===== src/rtl/tdm_rx_pkg.sv =====
package tdm_rx_pkg;
  localparam int BYTE_W       = 8;
  localparam int BIT_CNT_W    = 3;
  localparam int DIV_LOG2_MAX = 3;
  localparam int DIV_SH_W     = 2;
  localparam int PH_W         = DIV_LOG2_MAX;

  // log2 of the clocks per bit, floored at zero
  function automatic logic [DIV_SH_W-1:0] div_shift(input logic fast, input logic [1:0] rate);
    int s;
    s = 2 + int'(fast) - int'(rate);
    if (s < 0) s = 0;
    if (s > DIV_LOG2_MAX) s = DIV_LOG2_MAX;
    return DIV_SH_W'(s);
  endfunction

  function automatic logic [PH_W-1:0] phase_last(input logic [DIV_SH_W-1:0] sh);
    logic [PH_W:0] n;
    n = (PH_W+1)'(1) << sh;
    n = n - 1'b1;
    return n[PH_W-1:0];
  endfunction

  function automatic logic [PH_W-1:0] phase_mid(input logic [DIV_SH_W-1:0] sh);
    logic [PH_W:0] n;
    n = ((PH_W+1)'(1) << sh) >> 1;
    return n[PH_W-1:0];
  endfunction
endpackage


===== src/rtl/tdm_sync_detect.sv =====
module tdm_sync_detect (
  input  logic clk,
  input  logic rst_n,
  input  logic cfg_pol,
  input  logic cfg_fall,
  input  logic fsync_in,
  output logic sync_det
);
  logic raw_rise;
  logic raw_fall;
  logic act_prev;
  logic act_now;

  always_ff @(posedge clk or negedge rst_n) begin
    if (!rst_n) raw_rise <= 1'b0;
    else        raw_rise <= fsync_in;
  end

  always_ff @(negedge clk or negedge rst_n) begin
    if (!rst_n) raw_fall <= 1'b0;
    else        raw_fall <= fsync_in;
  end

  assign act_now = ((cfg_fall ? raw_fall : raw_rise) == cfg_pol);

  // previous-active starts set so that reset never looks like an edge
  always_ff @(posedge clk or negedge rst_n) begin
    if (!rst_n) act_prev <= 1'b1;
    else        act_prev <= act_now;
  end

  assign sync_det = act_now & ~act_prev;
endmodule


===== src/rtl/tdm_bit_timer.sv =====
module tdm_bit_timer
  import tdm_rx_pkg::*;
(
  input  logic                clk,
  input  logic                rst_n,
  input  logic [DIV_SH_W-1:0] div_sh,
  input  logic                restart,
  output logic                mid_hit,
  output logic                last_hit,
  output logic                at_bit_start
);
  logic [PH_W-1:0] ph;
  logic [PH_W-1:0] cur;

  assign cur          = restart ? '0 : ph;
  assign mid_hit      = (cur == phase_mid(div_sh));
  assign last_hit     = (cur == phase_last(div_sh));
  assign at_bit_start = (ph == '0);

  always_ff @(posedge clk or negedge rst_n) begin
    if (!rst_n)        ph <= '0;
    else if (last_hit) ph <= '0;
    else               ph <= PH_W'(cur + 1'b1);
  end
endmodule


===== src/rtl/tdm_slot_assembler.sv =====
module tdm_slot_assembler
  import tdm_rx_pkg::*;
#(
  parameter int BASE_SLOTS_LOG2 = 5,
  localparam int SW = BASE_SLOTS_LOG2 + 3
)(
  input  logic              clk,
  input  logic              rst_n,
  input  logic [1:0]        cfg_rate,
  input  logic              restart,
  input  logic              mid_hit,
  input  logic              last_hit,
  input  logic              at_bit_start,
  input  logic              sdin,
  output logic [BYTE_W-1:0] slot_byte,
  output logic [SW-1:0]     slot_idx,
  output logic              slot_vld,
  output logic              frame_start,
  output logic              frame_err,
  output logic              at_frame_boundary
);
  logic                 aligned;
  logic [BIT_CNT_W-1:0] bitc;
  logic [SW-1:0]        slot;
  logic [BYTE_W-2:0]    shreg;
  logic [BIT_CNT_W-1:0] bit_pos;
  logic [SW-1:0]        slot_pos;
  logic [SW-1:0]        slot_last_val;
  logic                 live;
  logic                 byte_done;

  assign bit_pos           = restart ? '0 : bitc;
  assign slot_pos          = restart ? '0 : slot;
  assign slot_last_val     = SW'((1 << (BASE_SLOTS_LOG2 + int'(cfg_rate))) - 1);
  assign live              = aligned | restart;
  assign byte_done         = (bit_pos == '1);
  assign at_frame_boundary = at_bit_start && (bitc == '0) && (slot == '0);

  always_ff @(posedge clk or negedge rst_n) begin
    if (!rst_n) begin
      aligned     <= 1'b0;
      bitc        <= '0;
      slot        <= '0;
      shreg       <= '0;
      slot_byte   <= '0;
      slot_idx    <= '0;
      slot_vld    <= 1'b0;
      frame_start <= 1'b0;
      frame_err   <= 1'b0;
    end else begin
      slot_vld    <= 1'b0;
      frame_start <= 1'b0;
      frame_err   <= restart & aligned & ~at_frame_boundary;
      if (restart) begin
        aligned <= 1'b1;
        bitc    <= '0;
        slot    <= '0;
      end
      if (live && mid_hit) begin
        shreg <= {shreg[BYTE_W-3:0], sdin};
        if (byte_done) begin
          slot_byte   <= {shreg, sdin};
          slot_idx    <= slot_pos;
          slot_vld    <= 1'b1;
          frame_start <= (slot_pos == '0);
        end
      end
      if (live && last_hit) begin
        bitc <= BIT_CNT_W'(bit_pos + 1'b1);
        if (byte_done) slot <= (slot_pos == slot_last_val) ? '0 : SW'(slot_pos + 1'b1);
      end
    end
  end
endmodule


===== src/rtl/tdm_rx_deser.sv =====
module tdm_rx_deser
  import tdm_rx_pkg::*;
#(
  parameter int BASE_SLOTS_LOG2 = 5
)(
  input  logic                       clk,
  input  logic                       rst_n,
  input  logic                       cfg_fast_clk,
  input  logic [1:0]                 cfg_rate,
  input  logic                       cfg_sync_pol,
  input  logic                       cfg_sync_fall,
  input  logic                       sdin,
  input  logic                       fsync_in,
  output logic [7:0]                 slot_byte,
  output logic [BASE_SLOTS_LOG2+2:0] slot_idx,
  output logic                       slot_vld,
  output logic                       frame_start,
  output logic                       frame_err
);
  logic                sync_det;
  logic                mid_hit;
  logic                last_hit;
  logic                at_bit_start;
  logic                at_frame_boundary;
  logic [DIV_SH_W-1:0] div_sh;

  assign div_sh = div_shift(cfg_fast_clk, cfg_rate);

  tdm_sync_detect u_sync (
    .clk      (clk),
    .rst_n    (rst_n),
    .cfg_pol  (cfg_sync_pol),
    .cfg_fall (cfg_sync_fall),
    .fsync_in (fsync_in),
    .sync_det (sync_det)
  );

  tdm_bit_timer u_timer (
    .clk          (clk),
    .rst_n        (rst_n),
    .div_sh       (div_sh),
    .restart      (sync_det),
    .mid_hit      (mid_hit),
    .last_hit     (last_hit),
    .at_bit_start (at_bit_start)
  );

  tdm_slot_assembler #(.BASE_SLOTS_LOG2(BASE_SLOTS_LOG2)) u_asm (
    .clk               (clk),
    .rst_n             (rst_n),
    .cfg_rate          (cfg_rate),
    .restart           (sync_det),
    .mid_hit           (mid_hit),
    .last_hit          (last_hit),
    .at_bit_start      (at_bit_start),
    .sdin              (sdin),
    .slot_byte         (slot_byte),
    .slot_idx          (slot_idx),
    .slot_vld          (slot_vld),
    .frame_start       (frame_start),
    .frame_err         (frame_err),
    .at_frame_boundary (at_frame_boundary)
  );
endmodule


===== config.mk =====
export PLATFORM = sky130hd
export DESIGN_NAME = tdm_rx_deser
export DESIGN_NICKNAME = d
export VERILOG_FILES = /design/src/rtl/tdm_rx_pkg.sv /design/src/rtl/tdm_sync_detect.sv /design/src/rtl/tdm_bit_timer.sv /design/src/rtl/tdm_slot_assembler.sv /design/src/rtl/tdm_rx_deser.sv
export SDC_FILE = /design/constraint.sdc
export NUM_CORES = 1
export LEC_CHECK = 0
export BUFFER_PORTS_ARGS = -buffer_cell sky130_fd_sc_hd__buf_4
export CAP_MARGIN = 5
export CORE_MARGIN = 2
export CORE_UTILIZATION = 40
export DETAILED_ROUTE_END_ITERATION = 8
export HOLD_SLACK_MARGIN = 0.05
export PLACE_DENSITY = 0.55
export SYNTH_ARGS = -nofsm -noshare
export SYNTH_HDL_FRONTEND = slang
export SYNTH_SLANG_ARGS = --single-unit

===== constraint.sdc =====
create_clock -name clk -period 3.2 [get_ports clk]
set_clock_uncertainty 0.05 [all_clocks]
set_input_delay 0.48 -clock clk [delete_from_list [all_inputs] [get_ports clk]]
set_output_delay 0.48 -clock clk [all_outputs]
set_load 0.005 [all_outputs]

==> run metrics, run 1 <==
DRT iter0 DRCs=between 100 and 150; Die Wd=77.9 um; Crit path depth=8; r2r worst-path depth=8; Initial Util=between 40% and 50%; Cell Area, Synth=~0.0022 mm2; critical path's top delay family=simple AND/OR/NAND/NOR gates; Commonest cells post-synth=dfrtp_1, nand2_1, nor2_1, inv_1, mux2_2; DR pass1 iterations=4; number of buffers created by CTS=5; I/O Buffers=27; GR Util All Layers=around 16%; # diodes=0; RSZ-0062 raised after global routing=true; vias in the first global route=1634; Sink Count=44; die footprint=0.00607 mm2; worst path bufs/invs=0; pwr dens=between 500 and 600 mW/mm2; Pleak=~1.3 nW; WL/cell=about 15 um; # setup viols final=39; largest net degree at the start of global routing=44; Critical Path, Cell by Cell=mux2i_4 -> mux2i_4 -> and2_4 -> ha_4 -> ha_4 -> o21ai_4 -> or4_1 -> o21ai_1; leading area contributor after synthesis=dfrtp_1; CP max stage delay=470 ps; WP data required=around 3400 ps; max cap viols=0; CP Class=reg -> reg; HPWL Detailed=about 3200 um; worst slew pin tran=between 500 and 600 ps; layout net count=255; Bufs on Longest Clock Path=2; GRT overflow=0; H-tree levels=2; fillcell total=~470; CTS Hold Bufs=0; worst-path fanout max=6; WL final=between 4000 and 5000 um; Layout Area Growth over Synthesis=34.7%; leading cell type by number of instances after synthesis=dfrtp_1; Fin. Hold Viols=0; register area share after synthesis=roughly half; EDFF count, synth=0; clock slew at reported path FFs=~80 ps; row count=26; Non-Filler Instances=about 310; Vias=between 1500 and 2000; fin. max-slew vios=0; RePlAce Congestion=0.803; Netlist cell types=around 50; Peak VDD IR=0.483 mV; CP startpoint kind=register; Slew headroom=roughly 63%; Ys Warns=0; Post-DRT Antenna Nets=0; Worst-Skew Late Latency=roughly 290 ps; first-pass GRT wire length=around 7800 um; root buf cell=clkbuf_8; share of layout cells above drive strength 1=about 42%; drt drc=0; Main synth FF type=dfrtp_1; Yosys top cell area share=48.1%; Syn Nets=205; hold crit path type=in -> async; Crit. End Element=register; failing checks=negative setup slack; total power=1.74 mW; Inst Count DP=about 300; outcome=finished, violations left; initial antenna violation count=0; Mean Syn Cell Area=approximately 11 um2; IO Pins=28; final worst slack=-551 ps; CORE AREA=around 0.0052 mm2; CTS tree=yes; worst endpoint data arrival time=about 4000 ps; slowest stage cell, crit path=or4_1; Synth Register Bits=44; largest cells by area after synthesis=dfrtp_1, mux2_2, mux2i_1; Post-synth ARST share=100%; die extent in y=77.9 um; Post-Synthesis Cells=about 190; Vias/cell=roughly 5.1
per-stage QoR:
| step | instance area, um2 | setup TNS, ps | hold slack, ps | setup slack (ps) | utilization [%] |
|---|---|---|---|---|---|
| 3_3_place_gp | 2590 | -15970 | 421 | -503 | 49.8 |
| 6_report | 2940 | -16830 | 215 | -551 | 56.5 |
| 5_1_grt | 2940 | -19970 | 233 | -621 | 56.5 |
| 2_1_floorplan | 2230 | -17750 | 134 | -729 | - |
| 3_5_place_dp | 2590 | -17530 | 426 | -563 | 49.8 |
| 4_1_cts | 2800 | -16820 | 227 | -534 | 53.8 |
repair_timing:
item,4_1_cts,5_1_grt
endpoints found under the setup margin,39,39
pin swaps,5,8
resized for setup,17,25
buffers inserted,2,5
final timing paths:
path                            slack (ps)                  to                from
worst max-delay path                  -550       u_asm.slot[4]     u_sync.raw_fall
worst min-delay path                   220      u_asm.shreg[0]               rst_n
worst max register to register        -550       u_asm.slot[4]     u_sync.raw_fall
worst min register to register         450  u_asm.slot_byte[0]  u_asm.slot_byte[0]
max in group asynchronous             1600     u_sync.raw_fall               rst_n
min in group clk                       250     u_sync.raw_rise            fsync_in
cells in the final DEF (no fill, tap or decap), types with 3 or more instances in the layout:
cell / count
dfrtp_1: 42
inv_1: 11
nand2b_1: 3
mux2_2: 8
nor2_4: 3
o21ai_1: 3
xor2_1: 4
nand2_1: 14
clkbuf_8: 6
buf_6: 7
mux2i_1: 8
a21oi_1: 4
nor2_1: 11
mux2_4: 9
ha_4: 3
buf_4: 41
nand4_1: 3
nand3_1: 4
and2_1: 6
nor3_1: 3
where the power goes:
| group | total (mW) | leakage [nW] | switching (mW) | internal [mW] |
|---|---|---|---|---|
| Sequential | 0.747 | 0.548 | 0.0850 | 0.662 |
| Clock | 0.450 | 0.0614 | 0.194 | 0.255 |
| Combinational | 0.544 | 0.719 | 0.248 | 0.296 |
| Total | 1.74 | 1.33 | 0.527 | 1.21 |
state kept, by name, indices dropped and copies added, names as in the netlist, 3 cells and up:
| name | flops |
|---|---|
| u_asm.slot_byte | 8 |
| u_timer.ph | 3 |
| u_asm.shreg | 7 |
| u_asm.slot | 8 |
| u_asm.bitc | 3 |
| u_asm.slot_idx | 8 |
final cells by class:
| class | count | area (um2) | share of cell area (%) |
|---|---|---|---|
| tap | 70 | 87.6 | 2.98 |
| inverter | 12 | 57.6 | 1.96 |
| timing repair buffer | 49 | 402 | 13.6 |
| multi-input combinational | 130 | 1170 | 39.8 |
| sequential | 44 | 1100 | 37.5 |
| clock inverter | 2 | 38.8 | 1.32 |
| clock buffer | 6 | 82.6 | 2.81 |
worst reg2reg max path, stage by stage, from the launching register on:
cell and delay [ps]:
dfrtn_1 360, mux2i_4 190, mux2i_4 340, and2_4 210
ha_4 130, ha_4 160, o21ai_4 80, or4_1 470
o21ai_1 90
routing by layer:
layer,up-vias,global-route usage (%),part of all wire [%]
met2,42,26.7,51
met4,0,4.74,0.80
met1,794,21.7,44
li1,771,-,-
met3,4,3.49,4.6
met5,-,0,0
kinds of logic after synthesis:
group	synth area share [%]
AOI/OAI and AO/OA	9.85
xor gates and xnor gates	2.41
adders and majority gates	2.81
buffers and inverters	3.95
DFF	50.5
muxes	16.5
and+or+nand+nor	14.0
Power figures use the tool's default switching activity.
==> inputs of run 2 (changes only) <==
Settings changed: CORE_MARGIN 2 to unset.
==> run 2 against run 1 <==
Effect of this change:
- the flow still finishes with violations (negative setup slack)
- register-to-register slack better by 50 ps
- wire length down 7.2%
- die area down 5.1%
- combinational power down 11%
- sequential share of layout area up 2.0 points
- count of clock-buffer cells in the layout unchanged
- non-clock buffer count down 4
- worst hold slack worse by 3.2 ps
- sequential power down 0.8%
- power down 9.9%
- clock power down 24%
- via count down 4.0%
- critical path type unchanged
- largest power group unchanged
==> run metrics, run 2 (same netlist as run 1, synthesis figures left out) <==
register area=about 0.0011 mm2; RePlAce Congestion=around 0.83; Crit. End Element=register; hold crit path type=in -> async; worst slew pin tran=around 530 ps; # diodes=0; vias in the first global route=1533; CP max stage delay=approximately 480 ps; Sink Count=44; DRT iter0 DRCs=about 120; worst-path fanout max=4; first-pass GRT wire length=roughly 7400 um; H-tree levels=2; Worst-Skew Late Latency=290 ps; Inst Count DP=300; fillcell total=roughly 450; Die Wd=between 70 and 80 um; RSZ-0062 raised after global routing=true; Layout Area Growth over Synthesis=28.0%; fin. max-slew vios=0; # setup viols final=39; Multi-input gate area=between 0.001 and 0.0015 mm2; initial antenna violation count=0; commonest non-fill, non-tap cells in the layout=dfrtp_1, buf_4, nand2_1; row count=26; drt drc=0; layout net count=about 250; Pleak=between 1 and 1.5 nW; largest net degree at the start of global routing=between 40 and 50; I/O Buffers=27; Post-DRT Antenna Nets=0; Slew headroom=~64%; slowest stage cell, crit path=or4_4; CORE AREA=around 0.0052 mm2; GR Util All Layers=16.1%; IO Pins=28; clock slew at reported path FFs=80 ps; number of buffers created by CTS=5; worst path bufs/invs=0; setup_tns=-14940 ps; Peak VDD IR=~0.27 mV; failing checks=negative setup slack; Initial Util=between 40% and 50%; Vias/cell=5.01; critical path's top delay family=simple AND/OR/NAND/NOR gates; WL/cell=~14 um; outcome=finished, violations left; root buf cell=clkbuf_8; WP data required=about 3400 ps; worst endpoint data arrival time=3870 ps; CP Class=reg -> reg; placed inst area=about 0.0026 mm2; max cap viols=0; GRT overflow=0; Bufs on Longest Clock Path=2; pwr dens=between 500 and 600 mW/mm2; die extent in y=~76 um; final instance area=about 0.0028 mm2; CTS Hold Bufs=0; WHS=roughly 210 ps; Vias=1547; CP startpoint kind=register; CTS tree=yes; Largest regs=u_asm.slot: 8 flops, u_asm.slot_byte: 8 flops, u_asm.slot_idx: 8 flops; WL final=roughly 4300 um; Non-Filler Instances=309; Critical Path, Cell by Cell=mux2i_4 -> mux2i_4 -> and2_4 -> ha_4 -> ha_4 -> o21ai_4 -> or4_4 -> o21ai_2; flop-to-flop setup slack=-500 ps; commonest non-fill, non-tap cell in the layout=dfrtp_1; final worst slack=-497 ps; share of layout cells above drive strength 1=about two fifths; die footprint=about 0.0058 mm2; post-place setup slack=-521 ps; Fin. Hold Viols=0; DR pass1 iterations=4; HPWL Detailed=around 3100 um
run 2: changes by cell type in the layout (fill, tap and decap cells not counted), sizes merged:
cell / change
buf: -4
bufinv: -1
clkinvlp: +1
run 2: metal layers:
metal  part of all wire (%)  wire [um]  GRT usage [%]  vias up
met5                      0          0              0        -
met4                   0.63         27           5.19        0
met3                    3.8        165           3.61        4
met2                     49       2100           27.3       28
met1                     47       2010           20.5      749
li1                       -          -              -      766
run 2: what timing repair did:
| item | CTS | global route |
|---|---|---|
| gates resized for setup | 12 | 14 |
| pin swaps | 7 | 3 |
| hold endpoints to repair | 0 | 0 |
| setup buffers | 2 | 0 |
| cloned | 0 | 0 |
| setup endpoints to repair | 39 | 39 |
run 2: power breakdown:
| part | total, mW | switching [mW] | internal (mW) | leakage, nW |
|---|---|---|---|---|
| clock | 0.341 | 0.186 | 0.155 | 0.0414 |
| sequential | 0.741 | 0.0797 | 0.662 | 0.548 |
| combinational | 0.485 | 0.219 | 0.266 | 0.679 |
| total | 1.57 | 0.485 | 1.08 | 1.27 |
run 2: worst reg2reg max path, delay by kind of cell, from the launching register on:
family | cells | cell delay [ps]
adders and majority gates | 2 | 290
AOI/OAI and AO/OA | 2 | 140
and+or+nand+nor | 2 | 680
DFF | 1 | 360
muxes | 2 | 500
run 2: area by class of cell:
cell class              instances  area share (%)
well taps                      70            3.13
multi-input cells             130            39.3
inverters                      12            2.06
flip-flops and latches         44            39.4
clock inverters                 2           0.582
repair buffers                 45            12.9
clock buffers                   6            2.60
run 2: metrics by stage:
stage / total power, mW / util, %
floorplan: 1.04 / -
global placement: 1.20 / 50.3
detailed placement: 1.21 / 50.3
CTS: 1.58 / 53.0
global route: 1.68 / 54.1
finish: 1.57 / 54.1
run 2: final timing paths:
path | start | endpoint | cells past startpoint
setup / recovery | u_sync.raw_fall | u_asm.slot[4] | 8
hold / removal | rst_n | u_asm.frame_err | 2
setup reg to reg | u_sync.raw_fall | u_asm.slot[4] | 8
hold reg to reg | u_asm.slot_idx[1] | u_asm.slot_idx[1] | 1
max in group asynchronous | rst_n | u_sync.raw_fall | 1
min in group clk | fsync_in | u_sync.raw_rise | 1
==> inputs of run 3 (changes only) <==
==> constraint.sdc (replaced) <==
create_clock -name clk -period 3.2 [get_ports clk]
set_clock_uncertainty 0.05 [all_clocks]
set_input_delay 0.48 -clock clk [delete_from_list [all_inputs] [get_ports clk]]
set_output_delay 0.48 -clock clk [all_outputs]
set_load 0.1 [all_outputs]
==> run 3 against run 2 <==
Effect of this change:
- the run still ends with negative setup slack left
- cell count rose by 1.9%
- wire length rose by 3.9%
- critical path type unchanged
- largest cell class is now multi-input combinational cells
- non-clock buffer count rose by 6
- sequential share of layout area fell by 2.1 points
- count of clock-buffer cells in the layout did not move
- worst hold slack got worse by 1.7 ps
- core utilization rose by 3.0 points
- global-route usage rose by 0.74 points
- sequential power barely moved
==> run metrics, run 3 (same netlist as run 1, synthesis figures left out) <==
WHS=approximately 210 ps; outcome=finished, violations left; drt drc=0; CTS tree=yes; Fin. Hold Viols=0; total power=around 1.9 mW; CORE AREA=between 0.005 and 0.006 mm2; die extent in y=around 76 um; hold crit path type=in -> async; post-place setup slack=-543 ps; fin. max-slew vios=0; failing checks=negative setup slack; GR Util All Layers=roughly 17%; GRT Max-Usage Layer=met2; worst-path fanout max=4; Worst-Skew Late Latency=300 ps; largest net degree at the start of global routing=44; worst slew pin tran=~550 ps; vias in the first global route=approximately 1700; die footprint=about 0.0058 mm2; grt met2 use=between 20% and 30%; DR pass1 iterations=4; number of buffers created by CTS=5; RePlAce Congestion=0.844; first-pass GRT wire length=7690 um; Pleak=1.35 nW; fillcell total=between 400 and 500; Vias=1598; CP startpoint kind=register; Initial Util=42.2%; root buf cell=clkbuf_8; Layout Area Growth over Synthesis=35.2%; Post-DRT Antenna Nets=0; Global Route met3 Usage=under 10%; GRT overflow=0; Vias/cell=a little over 5; initial antenna violation count=0; final worst slack=-519 ps; Die Wd=roughly 76 um; slowest stage cell, crit path=or4_1; H-tree levels=2; pwr dens=640 mW/mm2; CP max stage delay=460 ps; WP data required=between 3000 and 4000 ps; RSZ-0062 raised after global routing=true; worst endpoint data arrival time=3890 ps; DRT iter0 DRCs=45; Slew headroom=63.4%; Bufs on Longest Clock Path=2; layout net count=257; Sink Count=44; commonest non-fill, non-tap cells in the layout=dfrtp_1, buf_4, nand2_1; IO Pins=28; CP Class=reg -> reg; met1 Usage GRT=about a fifth; WL/cell=roughly 14 um; Non-Filler Instances=315; max cap viols=0; WL final=4470 um; commonest non-fill, non-tap cell in the layout=dfrtp_1; Crit. End Element=register; Largest regs=u_asm.slot: 8 flops, u_asm.slot_byte: 8 flops, u_asm.slot_idx: 8 flops; clock slew at reported path FFs=around 80 ps; Peak VDD IR=0.310 mV; row count=26; share of layout cells above drive strength 1=between 40 and 50%; I/O Buffers=27; HPWL Detailed=about 3200 um; Inst Count DP=300; # setup viols final=39; Critical Path, Cell by Cell=mux2i_4 -> mux2i_4 -> and2_4 -> ha_4 -> ha_4 -> o21ai_4 -> or4_1 -> o21ai_1; setup_tns=-17120 ps; # diodes=0
==> run 3: report_power, final <==
| part | internal [mW] | total (mW) | switching [mW] |
|---|---|---|---|
| combinational | 0.284 | 0.703 | 0.419 |
| clock | 0.255 | 0.443 | 0.188 |
| sequential | 0.662 | 0.743 | 0.0810 |
==> run 3: through the flow <==
| stage | utilization, % | cell area (um2) |
|---|---|---|
| after floorplan | - | 2230 |
| after global placement | 50.3 | 2600 |
| after detailed placement | 50.3 | 2600 |
| after CTS | 54.8 | 2830 |
| after global routing | 57.1 | 2950 |
| final | 57.1 | 2950 |
==> run 3: cell type report <==
cell class	count	area (um2)	area share, %
multi-input cells	130	1160	39.3
flip-flops and latches	44	1100	37.3
repair buffers	51	424	14.4
well taps	70	87.6	2.97
clock buffers	6	82.6	2.80
inverters	12	57.6	1.95
clock inverters	2	38.8	1.31
==> run 3: final timing paths <==
path	startpoint	to	slack, ps	cells after the start
worst max-delay path	u_sync.raw_fall	u_asm.slot[4]	-520	8
min in group clk	fsync_in	u_sync.raw_rise	250	1
worst min-delay path	rst_n	u_asm.slot_byte[1]	210	2
max in group asynchronous	rst_n	u_sync.raw_fall	1600	1
worst max register to register	u_sync.raw_fall	u_asm.slot[4]	-520	8
worst min register to register	u_asm.slot_byte[4]	u_asm.slot_byte[4]	450	1
==> run 3: what timing repair did <==
action                                  CTS  global route
hold buffers                              0             0
buffers inserted                          4             5
pin swaps                                 4             7
endpoints found under the setup margin   39            39
resized for setup                        21            21
gates cloned                              0             0
==> run 3: critical path, delay by kind of cell, from the launching register on <==
family,cells,cell delay [ps]
adder cells (fa/ha/maj),2,290
flip-flops,1,360
AND/OR/NAND/NOR,2,660
AO/OA/AOI/OAI,2,170
multiplexers,2,510
==> run 3: metal layers <==
metal	part of all wire (%)	vias up
met5	0	-
met4	1.1	0
met3	3.2	6
met2	50	24
met1	46	786
li1	-	782
